File: src/rtl/srate_pll_pkg.sv
package srate_pll_pkg;

   typedef enum logic [1:0] {
      ST_IDLE    = 2'd0,
      ST_DIV_RAW = 2'd1,
      ST_DIV_ACH = 2'd2
   } enc_state_t;

   localparam int unsigned CTRL_W = 12;
   localparam int unsigned HI_W   = 4;
   localparam int unsigned LO_W   = 8;

   // range edges of the raw divider; order sets the prefix priority
   localparam int unsigned EDGE_A = 32'h100;
   localparam int unsigned EDGE_B = 32'h200;
   localparam int unsigned EDGE_C = 32'h400;
   localparam int unsigned EDGE_D = 32'h800;

endpackage

File: src/rtl/srate_restoring_div.sv
module srate_restoring_div
   import srate_pll_pkg::*;
#(
   parameter int unsigned NUM_W = 26,
   parameter int unsigned DEN_W = 32
) (
   input  logic             clk,
   input  logic             rst_n,
   input  logic             start_i,
   input  logic [NUM_W-1:0] num_i,
   input  logic [DEN_W-1:0] den_i,
   output logic             busy_o,
   output logic             done_o,
   output logic [NUM_W-1:0] quo_o
);

   localparam int unsigned CNT_W = $clog2(NUM_W + 1);

   generate
      if (NUM_W < 2) begin : g_bad_num
         $error("srate_restoring_div: NUM_W must be at least 2");
      end
      if (DEN_W < 1) begin : g_bad_den
         $error("srate_restoring_div: DEN_W must be positive");
      end
   endgenerate

   logic [DEN_W:0]   rem_q;
   logic [NUM_W-1:0] acc_q;
   logic [DEN_W-1:0] den_q;
   logic [CNT_W-1:0] cnt_q;

   logic [DEN_W:0]   shifted;
   logic [DEN_W:0]   diff;
   logic             fits;

   always_comb begin
      shifted = {rem_q[DEN_W-1:0], acc_q[NUM_W-1]};
      fits    = (shifted >= {1'b0, den_q});
      diff    = shifted - {1'b0, den_q};
   end

   always_ff @(posedge clk or negedge rst_n) begin
      if (!rst_n) begin
         rem_q  <= '0;
         acc_q  <= '0;
         den_q  <= '0;
         cnt_q  <= '0;
         done_o <= 1'b0;
      end else if (start_i) begin
         rem_q  <= '0;
         acc_q  <= num_i;
         den_q  <= den_i;
         cnt_q  <= CNT_W'(NUM_W);
         done_o <= 1'b0;
      end else if (cnt_q != '0) begin
         rem_q  <= fits ? diff : shifted;
         acc_q  <= {acc_q[NUM_W-2:0], fits};
         cnt_q  <= cnt_q - CNT_W'(1);
         done_o <= (cnt_q == CNT_W'(1));
      end else begin
         done_o <= 1'b0;
      end
   end

   assign busy_o = (cnt_q != '0);
   assign quo_o  = acc_q;

   AST_REM_BELOW_DIVISOR: assert property (@(posedge clk) disable iff (!rst_n)
      busy_o |-> (rem_q < {1'b0, den_q}));

   AST_DIV_DONE_PULSE: assert property (@(posedge clk) disable iff (!rst_n)
      done_o |=> !done_o);

endmodule

File: src/rtl/srate_range_pack.sv
module srate_range_pack
   import srate_pll_pkg::*;
#(
   parameter int unsigned RAW_W = 12
) (
   input  logic [RAW_W-1:0]  raw_i,
   output logic [CTRL_W-1:0] word_o,
   output logic [RAW_W-1:0]  adj_o
);

   generate
      if (RAW_W < 12) begin : g_bad_raw
         $error("srate_range_pack: RAW_W must be at least 12");
      end
   endgenerate

   always_comb begin
      if (raw_i < RAW_W'(EDGE_A)) begin
         // fastest range, prefix 0b11
         word_o = {4'hC, raw_i[7:0]};
         adj_o  = raw_i;
      end else if (raw_i < RAW_W'(EDGE_B)) begin
         // prefix 0b10 over nine divider bits
         word_o = 12'h800 + {3'b000, raw_i[8:0]};
         adj_o  = raw_i;
      end else if (raw_i < RAW_W'(EDGE_C)) begin
         // nine bits, no prefix
         word_o = {3'b000, raw_i[8:0]};
         adj_o  = raw_i;
      end else if (raw_i < RAW_W'(EDGE_D)) begin
         // post-divide by two, bit 0 lost
         word_o = 12'h200 + {3'b000, raw_i[9:1]};
         adj_o  = {raw_i[RAW_W-1:1], 1'b0};
      end else begin
         // post-divide by four, bits 1:0 lost
         word_o = 12'h400 + {3'b000, raw_i[10:2]};
         adj_o  = {raw_i[RAW_W-1:2], 2'b00};
      end
   end

endmodule

File: src/rtl/srate_pll_enc.sv
module srate_pll_enc
   import srate_pll_pkg::*;
#(
   parameter int unsigned FREQ_W = 32,
   parameter int unsigned REF_HZ = 28224000,
   parameter int unsigned MIN_HZ = 6900,
   parameter int unsigned MAX_HZ = 219000
) (
   input  logic              clk,
   input  logic              rst_n,
   input  logic              req_valid_i,
   input  logic [FREQ_W-1:0] req_hz_i,
   output logic              done_o,
   output logic              err_o,
   output logic [HI_W-1:0]   pll_hi_o,
   output logic [LO_W-1:0]   pll_lo_o,
   output logic [FREQ_W-1:0] achieved_hz_o
);

   localparam int unsigned NUM_W = $clog2(2 * REF_HZ + 1);
   localparam int unsigned RAW_W = $clog2(REF_HZ / MIN_HZ + 1);

   generate
      if (MIN_HZ == 0 || MAX_HZ < MIN_HZ) begin : g_bad_band
         $error("srate_pll_enc: rate band is empty");
      end
      if (FREQ_W < NUM_W) begin : g_bad_freq_w
         $error("srate_pll_enc: FREQ_W too narrow for the quotient");
      end
      if (RAW_W < 12) begin : g_bad_raw_w
         $error("srate_pll_enc: MIN_HZ too high for the range encoding");
      end
   endgenerate

   enc_state_t        state_q;
   logic [CTRL_W-1:0] word_q;

   logic              in_band;
   logic              accept;
   logic              div_start;
   logic [NUM_W-1:0]  div_num;
   logic [FREQ_W-1:0] div_den;
   logic              div_busy;
   logic              div_done;
   logic [NUM_W-1:0]  div_quo;
   logic [RAW_W-1:0]  raw;
   logic [CTRL_W-1:0] pk_word;
   logic [RAW_W-1:0]  pk_adj;

   always_comb begin
      in_band   = (req_hz_i >= FREQ_W'(MIN_HZ)) && (req_hz_i <= FREQ_W'(MAX_HZ));
      accept    = (state_q == ST_IDLE) && req_valid_i;
      raw       = RAW_W'((div_quo - NUM_W'(1)) >> 1);
      div_start = (accept && in_band) || ((state_q == ST_DIV_RAW) && div_done);
      div_num   = (state_q == ST_IDLE) ? NUM_W'(2 * REF_HZ) : NUM_W'(REF_HZ);
      div_den   = (state_q == ST_IDLE) ? req_hz_i
                                       : FREQ_W'(pk_adj) + FREQ_W'(1);
   end

   srate_restoring_div #(
      .NUM_W (NUM_W),
      .DEN_W (FREQ_W)
   ) u_div (
      .clk     (clk),
      .rst_n   (rst_n),
      .start_i (div_start),
      .num_i   (div_num),
      .den_i   (div_den),
      .busy_o  (div_busy),
      .done_o  (div_done),
      .quo_o   (div_quo)
   );

   srate_range_pack #(
      .RAW_W (RAW_W)
   ) u_pack (
      .raw_i  (raw),
      .word_o (pk_word),
      .adj_o  (pk_adj)
   );

   always_ff @(posedge clk or negedge rst_n) begin
      if (!rst_n) begin
         state_q       <= ST_IDLE;
         word_q        <= '0;
         done_o        <= 1'b0;
         err_o         <= 1'b0;
         pll_hi_o      <= '0;
         pll_lo_o      <= '0;
         achieved_hz_o <= '0;
      end else begin
         done_o <= 1'b0;
         case (state_q)
            ST_IDLE: begin
               if (accept) begin
                  if (in_band) begin
                     state_q <= ST_DIV_RAW;
                  end else begin
                     done_o        <= 1'b1;
                     err_o         <= 1'b1;
                     pll_hi_o      <= '0;
                     pll_lo_o      <= '0;
                     achieved_hz_o <= '0;
                  end
               end
            end
            ST_DIV_RAW: begin
               if (div_done) begin
                  word_q  <= pk_word;
                  state_q <= ST_DIV_ACH;
               end
            end
            ST_DIV_ACH: begin
               if (div_done) begin
                  done_o        <= 1'b1;
                  err_o         <= 1'b0;
                  pll_hi_o      <= word_q[CTRL_W-1:LO_W];
                  pll_lo_o      <= word_q[LO_W-1:0];
                  achieved_hz_o <= FREQ_W'(div_quo);
                  state_q       <= ST_IDLE;
               end
            end
            default: state_q <= ST_IDLE;
         endcase
      end
   end

   AST_REJECT_ZEROES: assert property (@(posedge clk) disable iff (!rst_n)
      (done_o && err_o) |-> (pll_hi_o == '0 && pll_lo_o == '0 && achieved_hz_o == '0));

   AST_ADJ_WITHIN_THREE: assert property (@(posedge clk) disable iff (!rst_n)
      ((state_q == ST_DIV_RAW) && div_done) |-> ((pk_adj <= raw) && ((raw - pk_adj) <= RAW_W'(3))));

   AST_ACH_NONZERO: assert property (@(posedge clk) disable iff (!rst_n)
      (done_o && !err_o) |-> (achieved_hz_o != '0));

   AST_FLIGHT_TRACKS_DIV: assert property (@(posedge clk) disable iff (!rst_n)
      (state_q != ST_IDLE) |-> (div_busy || div_done));

   AST_NO_DONE_MIDFLIGHT: assert property (@(posedge clk) disable iff (!rst_n)
      ((state_q != ST_IDLE) && !((state_q == ST_DIV_ACH) && div_done)) |=> !done_o);

   AST_OUT_HOLD: assert property (@(posedge clk) disable iff (!rst_n)
      !done_o |-> $stable({err_o, pll_hi_o, pll_lo_o, achieved_hz_o}));

endmodule

File: config.mk
export PLATFORM = sky130hd
export DESIGN_NAME = srate_pll_enc
export DESIGN_NICKNAME = d
export VERILOG_FILES = /design/src/rtl/srate_pll_pkg.sv /design/src/rtl/srate_restoring_div.sv /design/src/rtl/srate_range_pack.sv /design/src/rtl/srate_pll_enc.sv
export SDC_FILE = /design/constraint.sdc
export NUM_CORES = 1
export LEC_CHECK = 0
export ABC_AREA = 1
export BUFFER_PORTS_ARGS = -buffer_cell sky130_fd_sc_hd__clkbuf_2
export CORE_MARGIN = 2
export CORE_UTILIZATION = 50
export DETAILED_ROUTE_END_ITERATION = 10
export PLACE_DENSITY = 0.7
export SYNTH_ARGS = -nofsm -noshare
export SYNTH_HDL_FRONTEND = slang
export SYNTH_SLANG_ARGS = --single-unit
File: constraint.sdc
create_clock -name clk -period 2.8 [get_ports clk]
set_clock_uncertainty 0.05 [all_clocks]
set_input_delay 0 -clock clk [delete_from_list [all_inputs] [get_ports clk]]
set_output_delay 0 -clock clk [all_outputs]
set_load 0.03 [all_outputs]
==> summary.md, run 1 <==
| Metric | Value |
|---|---|
| Worst Tran Pin Value | `0.985 ns` |
| Max stage delay on crit path | `around 0.37 ns` |
| CP max stage cell | `dfrtp_1` |
| Tmin final | `roughly 2.5 ns` |
| Post-Route WL | `27400 um` |
| Hold crit path type | `primary input to register` |
| Slew Viols, Final | `0` |
| Worst setup EP type | `register` |
| Starting DRT DRC Count | `approximately 740` |
| # DRC | `0` |
| Hold WS | `between 0.015 and 0.02 ns` |
| Most numerous cell in the Yosys netlist | `nand2_1` |
| Ant. Diodes | `0` |
| Num CTS Buffers | `17` |
| Port bufs | `74` |
| CP max FO | `8` |
| Crit start category | `register` |
| Overflow after GRT | `0` |
| Die Wd | `143 um` |
| Tcrit/Tclk final | `90.4%` |
| Post-Syn Area per Cell | `7.01 sq um` |
| Clock latency on the worst-skew pair | `0.43 ns` |
| Leak | `0.00620 uW` |
| NumNets Final | `approximately 1.6k` |
| Status | `completed` |
| Sum Neg Setup Slack | `0 ns` |
| Data arrival, critical path | `2.85 ns` |
| Vias per cell | `5.19` |
| Initial antenna violation count | `0` |
| Drt first pass iters | `5` |
| Cell family with most CP delay | `simple AND/OR/NAND/NOR gates` |
| Root buf cell | `clkbuf_16` |
| Final Hold Vio Count | `0` |
| Final HPWL DP | `20300 um` |
| Core Util, Final | `59.1%` |
| Gpl congestion | `0.990` |
| Ports | `81` |
| Wire length of the first global-routing pass | `44900 um` |
| Routed Antenna Nets | `0` |
| Rows | `50` |
| Crit path kind | `register to register` |
| Netlist Area Pre-Place | `0.00970 sq mm` |
| Max Cap Viol | `0` |
| Starting Density | `51.4%` |
| CP required | `3.12 ns` |
| CTS tree | `built` |
| Yosys top cell area share | `38.7%` |
| Routed via count | `9119` |
| Post-synthesis cell type count | `45` |
| Final setup viols | `0` |
| Wire per inst | `15.6 um` |
| Die Area | `~0.021 sq mm` |
| Core Area | `around 0.019 sq mm` |
| Post-synth top area cell | `dfrtp_1` |
| EDFF count, synth | `0` |
| Highest clock rate | `395 MHz` |
| Largest net degree at the start of global routing | `66` |
| Post-synthesis sequential area ratio | `38.7%` |
| Buf/Inv on CP | `2` |
| Synth Warn # | `0` |
| Post-synth top cells | `474 x nand2_1, 194 x inv_1, 150 x dfrtp_1, 117 x nand3_1, 112 x nor2_1` |
| Dominant cells by area after synthesis | `dfrtp_1 39%, nand2_1 18%, inv_1 7.5%` |
| Area grow syn2layout | `15.1%` |
| CTS Sinks | `150` |
| H-tree depth | `4` |
| Synthesized instance count | `1384` |
| Proportion of layout cells with a drive suffix above 1 | `11.8%` |
| Vias in the first global route | `between 8k and 9k` |
| Die H | `~140 um` |
| Predominant post-synthesis flop cell | `dfrtp_1` |
| Clk buf depth | `2` |
| CTS clk-pin slew, worst paths | `0.07 ns` |
| Cell Chain, Critical Path | `inv_1, ha_2, nand3_2, inv_2, nand3_1, nand2_2, nand2_4, nor2_4, ha_1, nand3_1, nor2_2, nand3_1, nor3_1, nand2_1, nand3_1` |
| Worst rel slew slack | `34.2%` |
| Overall routing resource usage | `28.1%` |
| Seq cells post-synth | `150` |
| Share of async-settable or async-resettable flops after synthesis | `100%` |
| Power per Cell Area | `420 mW/mm^2` |
| VDD IR max | `0.391 mV` |
| Fill cells | `1838` |
| Critical path's most frequent cell | `nand3_1` |
[worst register-to-register path, stage by stage (launching register included)]
cell	delay, ns
dfrtp_1	0.37
inv_1	0.15
ha_2	0.24
nand3_2	0.14
inv_2	0.11
nand3_1	0.09
nand2_2	0.14
nand2_4	0.11
nor2_4	0.15
ha_1	0.19
nand3_1	0.11
nor2_2	0.20
nand3_1	0.11
nor3_1	0.15
nand2_1	0.08
nand3_1	0.08
[cells by family after synthesis]
group	after synthesis	share of synthesized area (%)
XOR/XNOR	23	2.23
AND/OR/NAND/NOR	793	35.4
other	1	0.0387
AO/OA/AOI/OAI	137	8.15
buffers and inverters	242	10.5
adder cells (fa/ha/maj)	38	4.98
flip-flops	150	38.7
[power by group]
part	switching [uW]	total (uW)	leakage [uW]	internal (uW)
clock network	1070	2390	0.000301	1320
registers	0	2170	0.00179	2170
logic	89.5	135	0.00410	45.9
total	1160	4690	0.00620	3540
[registers in the layout (all words and copies together) (netlist names)]
signal / count
pll_hi_o: 4
u_div.quo_o: 26
pll_lo_o: 8
state_q: 2
err_o: 1
done_o: 1
u_div.cnt_q: 5
u_div.done_o: 1
u_div.rem_q: 32
word_q: 12
achieved_hz_o: 26
u_div.den_q: 32
[layer usage]
metal  vias up  global-route usage, %  routed length, um
met5         -                      0                  0
met4         0                   7.53                470
met3        34                   5.80               1670
met2       278                   41.8              11800
met1      4247                   41.9              13500
li1       4560                      -                  -
[placed cells by master, fill, tap and decap left out, types with 5 or more instances in the layout]
cell type,instances
a21oi_1,31
nand3_1,117
o21ai_2,11
inv_6,5
o21ai_0,64
o211ai_1,7
nor2_2,8
o22ai_1,9
xnor2_1,15
dfrtp_1,150
clkbuf_2,73
nor2_1,109
ha_1,36
nor3_1,18
conb_1,6
buf_4,21
nand4_1,14
dlygate4sd3_1,20
nand2_2,6
inv_8,6
nand3b_1,32
xor2_1,6
o21bai_1,6
inv_2,5
clkbuf_16,17
nand2_1,474
inv_1,193
[area by class of cell]
class | count | area, sq um | area share (%)
clock buffer | 19 | 453 | 4.06
multi-input combinational | 997 | 4960 | 44.4
inverter | 200 | 753 | 6.74
clock inverter | 13 | 150 | 1.34
tap | 260 | 325 | 2.91
sequential | 150 | 3750 | 33.6
timing repair buffer | 117 | 774 | 6.93
[final timing paths]
check                      cells past startpoint         startpoint  slack [ns]           endpoint
max                                           15     u_div.quo_o[0]        0.27    u_div.den_q[12]
min                                            7       req_hz_i[21]        0.02             done_o
max reg2reg                                   15     u_div.quo_o[0]        0.27    u_div.den_q[12]
min reg2reg                                    2  achieved_hz_o[17]        0.42  achieved_hz_o[17]
max in group asynchronous                      3              rst_n        1.77    u_div.den_q[20]
min in group asynchronous                      2              rst_n        0.06   achieved_hz_o[2]
[per-stage QoR]
stage / instances / area, sq um / total power [uW] / setup WS [ns]
2_1_floorplan: 1389 / 9720 / 2240 / 0.462
3_3_place_gp: 1703 / 10300 / 2320 / 0.319
3_5_place_dp: 1703 / 10300 / 2320 / 0.246
4_1_cts: 1755 / 11200 / 4730 / 0.225
5_1_grt: 1756 / 11200 / 4850 / -0.0186
6_report: 1756 / 11200 / 4690 / 0.268
[what timing repair did]
item / in CTS / in global routing
hold buffers: 20 / 0
endpoints found under the setup margin: 0 / 2
resized for setup: 0 / 4
hold endpoints to repair: 81 / 0
buffers inserted: 0 / 1
(Power assumes the default switching activity.)
==> run 2, diff against run 1 <==
CTS_BUF_LIST = sky130_fd_sc_hd__clkbuf_4 sky130_fd_sc_hd__clkbuf_8   (was unset)
PLACE_DENSITY = unset   (was 0.7)
PLACE_DENSITY_LB_ADDON = 0.25   (was unset)
==> run 2 against run 1 <==
First-iteration DRC count unchanged; non-clock buffer count decreased by 2; hold slack got worse by 0.023 ns; the run now ends with negative hold slack left; total power decreased by 13%; sequential power about the same; flip-flop and latch count unchanged; largest power group is now sequential cells.
==> summary.md, run 2 (synthesis gave the netlist of run 1 again) <==
| Metric | Value |
|---|---|
| Status | `finished, violations left` |
| Failing checks | `negative hold slack` |
| Crit path kind | `register to register` |
| Final worst setup slack | `0.213 ns (-0.0548 ns)` |
| Worst Tran Pin Value | `0.768 ns (-0.217 ns)` |
| Post-Route WL | `26100 um (-5.0%)` |
| Pint | `2990 uW (-16%)` |
| Gpl congestion | `0.965 (-2.5%)` |
| Die Wd | `143 um (unchanged)` |
| Wire per inst | `14.9 um (-4.9%)` |
| Routed via count | `8990 (-1.4%)` |
| Data arrival, critical path | `2.94 ns (+0.09 ns)` |
| CP max FO | `8 (unchanged)` |
| Sequential share of power | `53.0% (+6.9 points)` |
| Leak | `0.00610 uW (-1.6%)` |
| Tmin final | `2.59 ns (+0.0548 ns)` |
| CTS Sinks | `150 (unchanged)` |
| Highest clock rate | `387 MHz (-2.1%)` |
| Largest net degree at the start of global routing | `64 (-3.0%)` |
| Root buf cell | `clkbuf_8` |
| Hold WS | `-0.00383 ns (-0.0232 ns)` |
| # DRC | `0 (unchanged)` |
| Ant. Diodes | `0 (unchanged)` |
| Final setup viols | `0 (unchanged)` |
| Starting Density | `51.4% (unchanged)` |
| CP required | `3.16 ns (+0.04 ns)` |
| Vias in the first global route | `8641 (-0.30%)` |
| Routed Antenna Nets | `0 (unchanged)` |
| Worst setup EP type | `register` |
| Drt first pass iters | `5 (unchanged)` |
| Area grow syn2layout | `13.1%` |
| Num CTS Buffers | `17 (unchanged)` |
| Worst rel slew slack | `48.8% (+15 points)` |
| Slew Viols, Final | `0 (unchanged)` |
| CTS tree | `built` |
| Max Cap Viol | `0 (unchanged)` |
| Overall routing resource usage | `26.7% (-1.4 points)` |
| Die H | `143 um (unchanged)` |
| Tcrit/Tclk final | `92.4% (+2.0 points)` |
| Non-Filler Instances | `1754 (-0.11%)` |
| H-tree depth | `4 (unchanged)` |
| Net Sw Frac | `26.8% (+2.1 points)` |
| Hold crit path type | `primary input to async pin` |
| Proportion of layout cells with a drive suffix above 1 | `11.6% (-0.19 points)` |
| Power per Cell Area | `372 mW/mm^2 (-12%)` |
| Initial antenna violation count | `0 (unchanged)` |
| VDD IR max | `0.262 mV (-33%)` |
| Fill cells | `1864 (+1.4%)` |
| Post-CTS setup buffers | `0 (unchanged)` |
| Crit start category | `register` |
| Switching power total | `1090 uW (-5.6%)` |
| Placed Cells incl. Taps | `1701 (-0.12%)` |
| Rows | `50 (unchanged)` |
| Final HPWL DP | `19700 um (-3.1%)` |
| Worst slack, placed | `0.195 ns (-0.0505 ns)` |
| Final Hold Vio Count | `4 (+4)` |
| Core Area | `0.0189 sq mm (unchanged)` |
| Starting DRT DRC Count | `741 (unchanged)` |
| Overflow after GRT | `0 (unchanged)` |
| Regs by FF count | `u_div.den_q: 32 flops, u_div.rem_q: 32 flops` |
| Setup crit start | `u_div.quo_o[0]` |
| Wire length of the first global-routing pass | `43200 um (-3.9%)` |
| Placed Area | `0.0103 sq mm (-0.14%)` |
| Ports | `81 (unchanged)` |
| CTS clk-pin slew, worst paths | `0.11 ns (+0.04 ns)` |
| Clk buf depth | `2 (unchanged)` |
| Port bufs | `74 (unchanged)` |
| RSZ-0062 raised after global routing | `false` |
| Die Area | `0.0205 sq mm (unchanged)` |
| Clock latency on the worst-skew pair | `0.47 ns (+0.04 ns)` |
| Vias per cell | `5.13 (-1.3%)` |
| Comb pwr share | `3.3% (+0.4 points)` |
| Sum Neg Setup Slack | `0 ns (unchanged)` |
| Most frequent cells in the layout | `474 x nand2_1, 193 x inv_1, 150 x dfrtp_1, 117 x nand3_1, 110 x nor2_1` |
| Fin area | `0.0110 sq mm (-1.7%)` |
| R2R Path Start | `u_div.quo_o[0]` |
| Most common cell after layout, fill and taps aside | `nand2_1` |
| Clock share of power | `43.7% (-7.3 points)` |
| NumNets Final | `1554 (-0.13%)` |
## run 2: layout make-up
type	instances	area [sq um]	area share [%]
Inverter	200	753	6.86
Timing Repair Buffer	115	762	6.94
Tap cell	260	325	2.96
Multi-Input combinational cell	997	4960	45.2
Clock inverter	14	179	1.63
Sequential cell	150	3750	34.2
Clock buffer	18	241	2.20
## run 2: final timing paths
kind / slack, ns / depth (start not counted) / end
worst max-delay path: 0.21 / 15 / u_div.den_q[12]
worst min-delay path: -0.004 / 2 / achieved_hz_o[2]
worst max register to register: 0.21 / 15 / u_div.den_q[12]
worst min register to register: 0.43 / 2 / achieved_hz_o[21]
max in group asynchronous: 1.90 / 3 / u_div.den_q[20]
min in group clk: 0.03 / 6 / state_q[0]
## run 2: metrics by stage
step                hold WS, ns  power [uW]  utilization [%]
floorplan                -0.346        2240                -
global placement        -0.0396        2320             54.7
detailed placement      -0.0316        2320             54.7
CTS                      0.0170        4120             58.0
global route             0.0259        4230             58.1
finish                 -0.00383        4080             58.1
## run 2: metal layers
layer	track usage (%)	routed length [um]	vias to the layer above
met2	40.3	11000	243
met5	0	0	-
li1	-	-	4549
met4	7.22	394	0
met1	40.0	13200	4168
met3	4.40	1400	30
## run 2: repair_timing
action | in CTS | in global routing
resized for setup | 0 | 4
hold endpoints to repair | 142 | 0
endpoints found under the setup margin | 0 | 3
hold buffers | 21 | 0
## run 2: power groups by stage
stage / combinational, uW / clock [uW] / sequential [uW]
2_1_floorplan: 33.0 / 0 / 2210
3_3_place_gp: 112 / 0 / 2210
3_5_place_dp: 113 / 0 / 2210
4_1_cts: 136 / 1820 / 2160
5_1_grt: 152 / 1910 / 2160
6_report: 134 / 1780 / 2160
## run 2: critical path, stage by stage, from the launching register on
cell and delay (ns):
dfrtp_1 0.39, inv_1 0.15, ha_2 0.24, nand3_2 0.14
inv_2 0.11, nand3_1 0.09, nand2_2 0.14, nand2_4 0.10
nor2_4 0.16, ha_1 0.19, nand3_1 0.12, nor2_2 0.20
nand3_1 0.12, nor3_1 0.18, nand2_1 0.08, nand3_1 0.07
==> run 3, diff against run 2 <==
PLACE_DENSITY = 0.69   (was unset)
PLACE_DENSITY_LB_ADDON = unset   (was 0.25)
==> run 3 against run 2 <==
The flow now finishes without violations; via count grew 0.16%; hold slack gained 0.059 ns; total power shrank 0.51%; sequential power is essentially flat; clock power is essentially flat; core utilization shrank 0.11 points; count of clock-buffer cells in the layout is the same; sequential share of layout area grew 0.062 points; non-clock buffer count shrank 2; cell count shrank 0.11%.
==> summary.md, run 3 (synthesis gave the netlist of run 1 again) <==
| Metric | Value |
|---|---|
| Reg2Reg Depth | `16 (+1)` |
| Initial antenna violation count | `0 (unchanged)` |
| Non-Filler Instances | `1752 (-0.11%)` |
| Overall routing resource usage | `27.5% (+0.81 points)` |
| Slew Viols, Final | `0 (unchanged)` |
| CP max stage cell | `dlygate4sd3_1` |
| Worst setup EP type | `register` |
| Sum Neg Setup Slack | `0 ns (unchanged)` |
| Starting Density | `51.4% (unchanged)` |
| Num CTS Buffers | `17 (unchanged)` |
| Highest clock rate | `387 MHz (+0.14%)` |
| Regs by FF count | `u_div.den_q: 32 flops, u_div.rem_q: 32 flops` |
| Ant. Diodes | `0 (unchanged)` |
| CP max FO | `31 (+23)` |
| Placed Cells incl. Taps | `1699 (-0.12%)` |
| Crit start category | `primary input` |
| R2R Path Start | `u_div.quo_o[4]` |
| Area grow syn2layout | `12.9%` |
| Tmin final | `2.58 ns (-0.00364 ns)` |
| Cell family with most CP delay | `buffers and inverters` |
| Core Area | `0.0189 sq mm (unchanged)` |
| Critical path's most frequent cell | `nand2_1` |
| Die Area | `0.0205 sq mm (unchanged)` |
| Die Wd | `143 um (unchanged)` |
| End of the worst register-to-register path | `u_div.den_q[12]` |
| Rows | `50 (unchanged)` |
| Final Hold Vio Count | `0 (-4)` |
| Vias in the first global route | `8523 (-1.4%)` |
| Routed Antenna Nets | `0 (unchanged)` |
| CTS clk-pin slew, worst paths | `0.10 ns (about the same)` |
| Starting DRT DRC Count | `784 (+5.8%)` |
| Largest net degree at the start of global routing | `79 (+23%)` |
| NumNets Final | `1552 (-0.13%)` |
| Post-Route WL | `26800 um (+2.9%)` |
| Die H | `143 um (unchanged)` |
| Worst rel slew slack | `36.6% (-12 points)` |
| Gpl congestion | `0.969 (+0.44%)` |
| Data arrival, critical path | `2.91 ns (-0.03 ns)` |
| Most common cell after layout, fill and taps aside | `nand2_1` |
| CTS Sinks | `150 (unchanged)` |
| Status | `completed` |
| Root buf cell | `clkbuf_8` |
| Final HPWL DP | `19900 um (+1.4%)` |
| Drt first pass iters | `8 (+3)` |
| Tcrit/Tclk final | `92.3% (-0.13 points)` |
| Crit path kind | `primary input to register` |
| Fill cells | `1839 (-1.3%)` |
| Leak | `0.00608 uW (-0.32%)` |
| Vias per cell | `5.14 (+0.27%)` |
| # DRC | `0 (unchanged)` |
| Proportion of layout cells with a drive suffix above 1 | `11.7% (+0.15 points)` |
| Worst Tran Pin Value | `0.949 ns (+0.181 ns)` |
| H-tree depth | `4 (unchanged)` |
| Wire per inst | `15.3 um (+3.0%)` |
| CTS tree | `built` |
| Buf/Inv on CP | `5 (+3)` |
| CP required | `3.13 ns (-0.03 ns)` |
| Ports | `81 (unchanged)` |
| Setup crit start | `req_hz_i[2]` |
| Max Cap Viol | `0 (unchanged)` |
| Overflow after GRT | `0 (unchanged)` |
| Cell Chain, Critical Path | `dlygate4sd3_1, clkbuf_2, nor3_2, nand2_1, nor2_1, nand2_1, nand3b_1, nand2_1, nand2_1, dlygate4sd3_1, nand2_1, inv_1, buf_6, nand2_1, o21ai_0` |
| Max stage delay on crit path | `0.57 ns (+0.18 ns)` |
| Routed via count | `9004 (+0.16%)` |
| Hold crit path type | `primary input to async pin` |
| R2r setup slk | `0.26 ns (+0.05 ns)` |
| Wire length of the first global-routing pass | `44000 um (+1.9%)` |
| Power per Cell Area | `371 mW/mm^2 (-0.33%)` |
| Clk buf depth | `2 (unchanged)` |
| VDD IR max | `0.308 mV (+17%)` |
| Final setup viols | `0 (unchanged)` |
| Clock latency on the worst-skew pair | `0.47 ns (about the same)` |
| Most frequent cells in the layout | `474 x nand2_1, 192 x inv_1, 150 x dfrtp_1, 117 x nand3_1, 108 x nor2_1` |
| Post-CTS setup buffers | `0 (unchanged)` |
| Port bufs | `74 (unchanged)` |
-- run 3: cell count changes in the layout (fill, tap and decap cells not counted), moves of 2 or more --
| cell | before | now |
|---|---|---|
| inv_6 | 4 | 6 |
| buf_4 | 18 | 15 |
| inv_8 | 5 | 3 |
| clkinv_8 | 3 | 1 |
| nor2_1 | 110 | 108 |
| nor2_2 | 7 | 9 |
-- run 3: per-stage QoR --
stage / worst slack [ns] / area (sq um) / total power (uW) / hold slack, ns / util, %
floorplan: 0.462 / 9720 / 2240 / -0.346 / -
global placement: 0.308 / 10300 / 2320 / 0.0269 / 54.6
detailed placement: 0.202 / 10300 / 2320 / 0.0320 / 54.6
CTS: 0.0949 / 10900 / 4100 / 0.0790 / 57.9
global route: -0.0181 / 11000 / 4200 / 0.114 / 58.0
finish: 0.216 / 11000 / 4060 / 0.0556 / 58.0
-- run 3: how the worst max path moves through the flow --
stage | to | slack, ns | depth (start not counted)
floorplan | u_div.den_q[12] | 0.46 | 15
global placement | u_div.den_q[12] | 0.31 | 15
detailed placement | u_div.den_q[12] | 0.20 | 15
CTS | achieved_hz_o[0] | 0.09 | 15
global route | u_div.den_q[12] | -0.02 | 16
finish | achieved_hz_o[0] | 0.22 | 15
-- run 3: area by class of cell --
class	count	area [sq um]	share of cell area (%)
Timing Repair Buffer	113	751	6.85
Inverter	200	753	6.88
Clock inverter	14	154	1.40
Sequential cell	150	3750	34.3
Multi-Input combinational cell	997	4970	45.4
Clock buffer	18	248	2.26
Tap cell	260	325	2.97
-- run 3: what timing repair did --
action                                  in CTS  in global routing
gates resized for setup                      0                  9
hold buffers                                21                  0
hold endpoints to repair                    96                  0
endpoints found under the setup margin       0                 33
-- run 3: report_power, final --
part / switching [uW] / internal, uW / total [uW]
clock network: 991 / 768 / 1760
logic: 88.6 / 47.1 / 136
registers: 0 / 2160 / 2160
total: 1080 / 2980 / 4060
-- run 3: layer usage --
metal  part of all wire [%]  vias to the layer above  global-route usage [%]  wire [um]
met2                     42                      246                    41.4      11400
met5                      0                        -                       0          0
met3                    6.2                       28                    5.26       1660
met4                    1.1                        0                    5.83        302
li1                       -                     4539                       -          -
met1                     50                     4191                    41.5      13500
